--- src/rtl/sgnmv_pkg.sv ---
package sgnmv_pkg;

    localparam int unsigned OP_W = 3;

    typedef enum logic [OP_W-1:0] {
        OP_SGN_COPY = 3'd0,
        OP_SGN_FLIP = 3'd1,
        OP_SGN_XOR  = 3'd2,
        OP_MV_F2X   = 3'd3,
        OP_MV_X2F   = 3'd4
    } sgnmv_op_e;

    localparam int unsigned WORD_W = 32;
    localparam int unsigned SIGN_B = WORD_W - 1;

endpackage

--- src/rtl/sgnmv_inject.sv ---
module sgnmv_inject
    import sgnmv_pkg::*;
(
    input  logic [OP_W-1:0]   mode,
    input  logic [WORD_W-1:0] mag_src,
    input  logic [WORD_W-1:0] sgn_src,
    output logic [WORD_W-1:0] word_out
);

    logic new_sign;

    always_comb begin
        unique case (mode)
            OP_SGN_COPY: new_sign = sgn_src[SIGN_B];
            OP_SGN_FLIP: new_sign = ~sgn_src[SIGN_B];
            OP_SGN_XOR:  new_sign = mag_src[SIGN_B] ^ sgn_src[SIGN_B];
            default:     new_sign = mag_src[SIGN_B];
        endcase
        word_out = {new_sign, mag_src[SIGN_B-1:0]};
    end

endmodule

--- src/rtl/sgnmv_box.sv ---
module sgnmv_box
    import sgnmv_pkg::*;
#(
    parameter int unsigned FLEN = 64
) (
    input  logic [WORD_W-1:0] word_in,
    output logic [FLEN-1:0]   boxed
);

    localparam int unsigned PAD_W = FLEN - WORD_W;

    generate
        if (PAD_W > 0) begin : g_box
            assign boxed = {{PAD_W{1'b1}}, word_in};
        end else begin : g_flat
            assign boxed = word_in;
        end
    endgenerate

endmodule

--- src/rtl/sgnmv_sext.sv ---
module sgnmv_sext
    import sgnmv_pkg::*;
#(
    parameter int unsigned XLEN = 64
) (
    input  logic [WORD_W-1:0] word_in,
    output logic [XLEN-1:0]   wide
);

    localparam int unsigned EXT_W = XLEN - WORD_W;

    generate
        if (EXT_W > 0) begin : g_ext
            assign wide = {{EXT_W{word_in[SIGN_B]}}, word_in};
        end else begin : g_flat
            assign wide = word_in;
        end
    endgenerate

endmodule

--- src/rtl/sgnmv_unit.sv ---
module sgnmv_unit
    import sgnmv_pkg::*;
#(
    parameter int unsigned XLEN = 64,
    parameter int unsigned FLEN = 64
) (
    input  logic                clk,
    input  logic                rst_n,
    input  logic                in_valid,
    input  logic [OP_W-1:0]     op,
    input  logic [FLEN-1:0]     src_a,
    input  logic [FLEN-1:0]     src_b,
    input  logic [XLEN-1:0]     src_x,
    output logic                out_valid,
    output logic                wr_float,
    output logic                wr_int,
    output logic [FLEN-1:0]     f_res,
    output logic [XLEN-1:0]     x_res
);

    typedef struct packed {
        logic            vld;
        logic            wf;
        logic            wx;
        logic [FLEN-1:0] f;
        logic [XLEN-1:0] x;
    } state_t;

    state_t st_d, st_q;

    logic [WORD_W-1:0] inj_word_d;
    logic [WORD_W-1:0] fword_d;
    logic [FLEN-1:0]   fboxed_d;
    logic [XLEN-1:0]   xwide_d;
    logic              unused_hi_bits;

    assign unused_hi_bits = ^{src_a, src_b, src_x};

    sgnmv_inject u_inject (
        .mode     (op),
        .mag_src  (src_a[WORD_W-1:0]),
        .sgn_src  (src_b[WORD_W-1:0]),
        .word_out (inj_word_d)
    );

    assign fword_d = (op == OP_MV_X2F) ? src_x[WORD_W-1:0] : inj_word_d;

    sgnmv_box #(.FLEN(FLEN)) u_box (
        .word_in (fword_d),
        .boxed   (fboxed_d)
    );

    sgnmv_sext #(.XLEN(XLEN)) u_sext (
        .word_in (src_a[WORD_W-1:0]),
        .wide    (xwide_d)
    );

    always_comb begin
        st_d     = st_q;
        st_d.vld = in_valid;
        st_d.wf  = 1'b0;
        st_d.wx  = 1'b0;
        if (in_valid) begin
            unique case (op)
                OP_SGN_COPY, OP_SGN_FLIP, OP_SGN_XOR, OP_MV_X2F: begin
                    st_d.wf = 1'b1;
                    st_d.f  = fboxed_d;
                end
                OP_MV_F2X: begin
                    st_d.wx = 1'b1;
                    st_d.x  = xwide_d;
                end
                default: ;
            endcase
        end
    end

    always_ff @(posedge clk or negedge rst_n) begin
        if (!rst_n) st_q <= '0;
        else        st_q <= st_d;
    end

    assign out_valid = st_q.vld;
    assign wr_float  = st_q.wf;
    assign wr_int    = st_q.wx;
    assign f_res     = st_q.f;
    assign x_res     = st_q.x;

endmodule

--- config.mk ---
export PLATFORM = sky130hd
export DESIGN_NAME = sgnmv_unit
export DESIGN_NICKNAME = d
export VERILOG_FILES = /design/src/rtl/sgnmv_pkg.sv /design/src/rtl/sgnmv_inject.sv /design/src/rtl/sgnmv_box.sv /design/src/rtl/sgnmv_sext.sv /design/src/rtl/sgnmv_unit.sv
export SDC_FILE = /design/constraint.sdc
export NUM_CORES = 1
export LEC_CHECK = 0
export BUFFER_PORTS_ARGS = -buffer_cell sky130_fd_sc_hd__buf_2
export CORE_AREA = 2 2 127 129
export DETAILED_ROUTE_END_ITERATION = 10
export DIE_AREA = 0 0 129 131
export PLACE_DENSITY = 0.51
export SLEW_MARGIN = 20
export SYNTH_ARGS = -nofsm -noshare
export SYNTH_HDL_FRONTEND = slang
export SYNTH_SLANG_ARGS = --single-unit
export TNS_END_PERCENT = 20
--- constraint.sdc ---
create_clock -name clk -period 1.8 [get_ports clk]
set_clock_uncertainty 0.15 [all_clocks]
set_input_delay 0 -clock clk [delete_from_list [all_inputs] [get_ports clk]]
set_output_delay 0 -clock clk [all_outputs]
set_load 0.05 [all_outputs]
==> metrics.log <==
INFO  metric setup.worst_path.end_class = primary output
INFO  metric synth-edff-count = 0
INFO  metric power.leakage = 2.68 nW
INFO  metric hpwl = 7140 µm
INFO  metric timing.max_cap.violations = 0
INFO  metric count_of_antenna_violating_nets_left_after_detailed_routing = 0
INFO  metric startpoint_type = flip-flop
INFO  metric post_synth_most_frequent_cells = sky130_fd_sc_hd__nand2_1, sky130_fd_sc_hd__dfrtp_1, sky130_fd_sc_hd__buf_4
INFO  metric gpl.final_weighted_congestion = 0.702
INFO  metric timing_worst_slew_pin_value = 0.425 ns
INFO  metric path_clk_slew = 0.06 ns
INFO  metric crit_fanout = 33
INFO  metric fin_worst_hold_slack = -0.00499 ns
INFO  metric timing.final.crit_share = 78.4%
INFO  metric die_w = 129 µm
INFO  metric final.fill_count = 1566
INFO  metric coreArea = 15600 µm²
INFO  metric via_per_inst = 3.91
INFO  metric post-synth-top-count-cell = sky130_fd_sc_hd__nand2_1
INFO  metric synth.area.top_cells = sky130_fd_sc_hd__dfrtp_1, sky130_fd_sc_hd__buf_4, sky130_fd_sc_hd__nand2_1
INFO  metric outcome = complete, but fails checks
INFO  metric async_flop_share = 100%
INFO  metric clock_sinks = 68
INFO  metric yosys.cell_types.count = 21
INFO  metric synth_top_area_cell = sky130_fd_sc_hd__dfrtp_1
INFO  metric syn_area_per_cell = 9.41 µm²
INFO  metric numPortBuffers = 201
INFO  metric worst_min_path_class = input pin to flip-flop
INFO  metric design.portCount = 329
INFO  metric wl_per_cell = 13.5 µm
INFO  metric critical_path_class = flip-flop to primary output
INFO  metric dominantRegCellSynth = sky130_fd_sc_hd__dfrtp_1
INFO  metric floorplan.rows = 46
INFO  metric finalCriticalPeriod = 1.41 ns
INFO  metric fmax = 709 MHz
INFO  metric rsz_0062_raised_after_global_routing = false
INFO  metric grtUsageTotal = 12.4%
INFO  metric cts_root_buf = sky130_fd_sc_hd__clkbuf_16
INFO  metric slew-limit-headroom = 71.7%
INFO  metric detailed_place.area = 4140 µm²
INFO  metric worst_path_dominant_cell_family = flip-flops
INFO  metric tns = 0 ns
INFO  metric layout-drive-gt1-share = 40.7%
INFO  metric die_y = 131 µm
INFO  metric die-area = 16900 µm²
INFO  metric area_delta_synth_final = 55.9%
INFO  metric clkLatencyLatePin = 0.33 ns
INFO  metric synth-seq-area-share = 51.1%
INFO  metric antenna_cells = 0
INFO  metric final_net_count = 760
INFO  metric grt-ovfl-total = 0
INFO  metric timing.critical_path.buf_inv = 1
INFO  metric grt_antenna_before_repair = 0
INFO  metric vias_in_the_first_global_route = 3000
INFO  metric via_count = 3060
INFO  metric starting_density_of_the_core = 21.4%
INFO  metric final_cell_area = 5190 µm²
INFO  metric grt_start_max_net_pins = 41
INFO  metric cp.arrival = 1.26 ns
INFO  metric synth_fp_nets = 552
INFO  metric tritoncts.num_buffers = 9
INFO  metric htree_levels = 3
INFO  metric synthCells = 354
INFO  metric post_cts_buffers = 0
INFO  metric syn_area = 3330 µm²
INFO  metric timing.critical_path.slowest_stage_cell = sky130_fd_sc_hd__dfrtp_2
INFO  metric grt_pass1_wl = 15700 µm
INFO  metric cts-root-to-sink-buffers = 2
INFO  metric cts_tree = yes
INFO  metric wl = 10500 µm
INFO  metric hold_viol_final = 1
INFO  metric failed_checks = negative hold slack
INFO  metric yosysWarningCount = 0
INFO  metric vdd_ir_drop_max = 0.639 mV
INFO  metric postLayoutCoreUtil = 33.3%
INFO  metric drt-pass1-iter-count = 4
INFO  metric power_density = 1290 nW/µm²
INFO  metric path_cells = buf_2
INFO  metric timing.critical_path.slowest_cell_delay = 0.59 ns
INFO  metric total_of_endpoints_with_negative_setup_slack_in_the_final_report = 0
INFO  metric final_max_slew_viol_count = 0
INFO  metric synth.ff_latch_count = 68
INFO  metric synth_top_cell_area_share = 51.1%
INFO  metric cp_data_required_time = 1.65 ns
INFO  metric drc = 0
INFO  metric detail_route.iter0.violations = 112
sequential cells by signal (all words and copies together) (netlist names):
signal	count
x_res	32
f_res	33
wr_float	1
wr_int	1
out_valid	1
cells in the final DEF (no fill, tap or decap):
| cell type | n |
|---|---|
| sky130_fd_sc_hd__o21ai_0 | 1 |
| sky130_fd_sc_hd__nand2_1 | 127 |
| sky130_fd_sc_hd__nand2b_1 | 1 |
| sky130_fd_sc_hd__clkinvlp_4 | 1 |
| sky130_fd_sc_hd__buf_4 | 9 |
| sky130_fd_sc_hd__buf_12 | 2 |
| sky130_fd_sc_hd__o21bai_1 | 1 |
| sky130_fd_sc_hd__nor3b_4 | 1 |
| sky130_fd_sc_hd__nor2_1 | 2 |
| sky130_fd_sc_hd__clkinv_2 | 1 |
| sky130_fd_sc_hd__dfrtp_1 | 67 |
| sky130_fd_sc_hd__or2_2 | 1 |
| sky130_fd_sc_hd__dfrtp_2 | 1 |
| sky130_fd_sc_hd__nand3_1 | 1 |
| sky130_fd_sc_hd__xor2_1 | 1 |
| sky130_fd_sc_hd__mux2i_1 | 31 |
| sky130_fd_sc_hd__a22o_1 | 1 |
| sky130_fd_sc_hd__nand4b_1 | 1 |
| sky130_fd_sc_hd__inv_1 | 3 |
| sky130_fd_sc_hd__o21ai_4 | 1 |
| sky130_fd_sc_hd__bufinv_16 | 5 |
| sky130_fd_sc_hd__o21ai_1 | 30 |
| sky130_fd_sc_hd__a21oi_1 | 3 |
| sky130_fd_sc_hd__buf_2 | 200 |
| sky130_fd_sc_hd__clkbuf_16 | 9 |
| sky130_fd_sc_hd__dlygate4sd3_1 | 66 |
power breakdown:
| part | internal, W | switching (W) |
|---|---|---|
| logic | 0.000571 | 0.00190 |
| clock network | 0.00163 | 0.000679 |
| registers | 0.00178 | 0.000135 |
| total | 0.00398 | 0.00272 |
path summary, 6_finish.rpt:
kind / slack, ns / endpoint / from / depth (start not counted)
max: 0.39 / f_res[57] / f_res[32] / 1
min: -0.005 / f_res[31] / op[2] / 3
max reg2reg: 0.79 / f_res[32] / f_res[32] / 1
min reg2reg: 0.32 / x_res[16] / x_res[16] / 2
max in group asynchronous: 0.94 / x_res[28] / rst_n / 3
min in group asynchronous: 0.01 / x_res[20] / rst_n / 2
kinds of logic (layout without fill, tap and decap cells):
logic type	after synthesis	after routing	synth area share, %
AO/OA/AOI/OAI	37	37	5.75
XOR/XNOR	1	1	0.263
buffers and inverters	83	296	17.7
flip-flops	68	68	51.1
multiplexers	31	31	9.32
AND/OR/NAND/NOR	134	134	15.9
per-layer routing:
| layer | wire (µm) | vias to the layer above | track usage [%] |
|---|---|---|---|
| li1 | - | 1478 | - |
| met1 | 4340 | 1405 | 14.0 |
| met2 | 4960 | 156 | 20.3 |
| met3 | 964 | 21 | 5.17 |
| met4 | 280 | 0 | 6.46 |
| met5 | 0 | - | 0 |
timing repair:
action	CTS	global route
hold buffers	66	0
gates resized for setup	0	1
hold endpoints to repair	133	0
setup endpoints to repair	0	32
cell type report:
type	instances	area (µm²)	area share [%]
clock buffers	9	225	4.34
clock inverters	7	163	3.13
inverters	3	11.3	0.217
multi-input cells	203	1050	20.2
flip-flops and latches	68	1700	32.8
well taps	216	270	5.20
repair buffers	277	1770	34.1
through the flow:
stage	cells	setup WS [ns]	power, W
2_1_floorplan	354	0.218	0.00385
3_3_place_gp	701	0.464	0.00430
3_5_place_dp	701	0.443	0.00431
4_1_cts	783	0.123	0.00677
5_1_grt	783	0.253	0.00701
6_report	783	0.389	0.00670
Power figures use the tool's default switching activity.
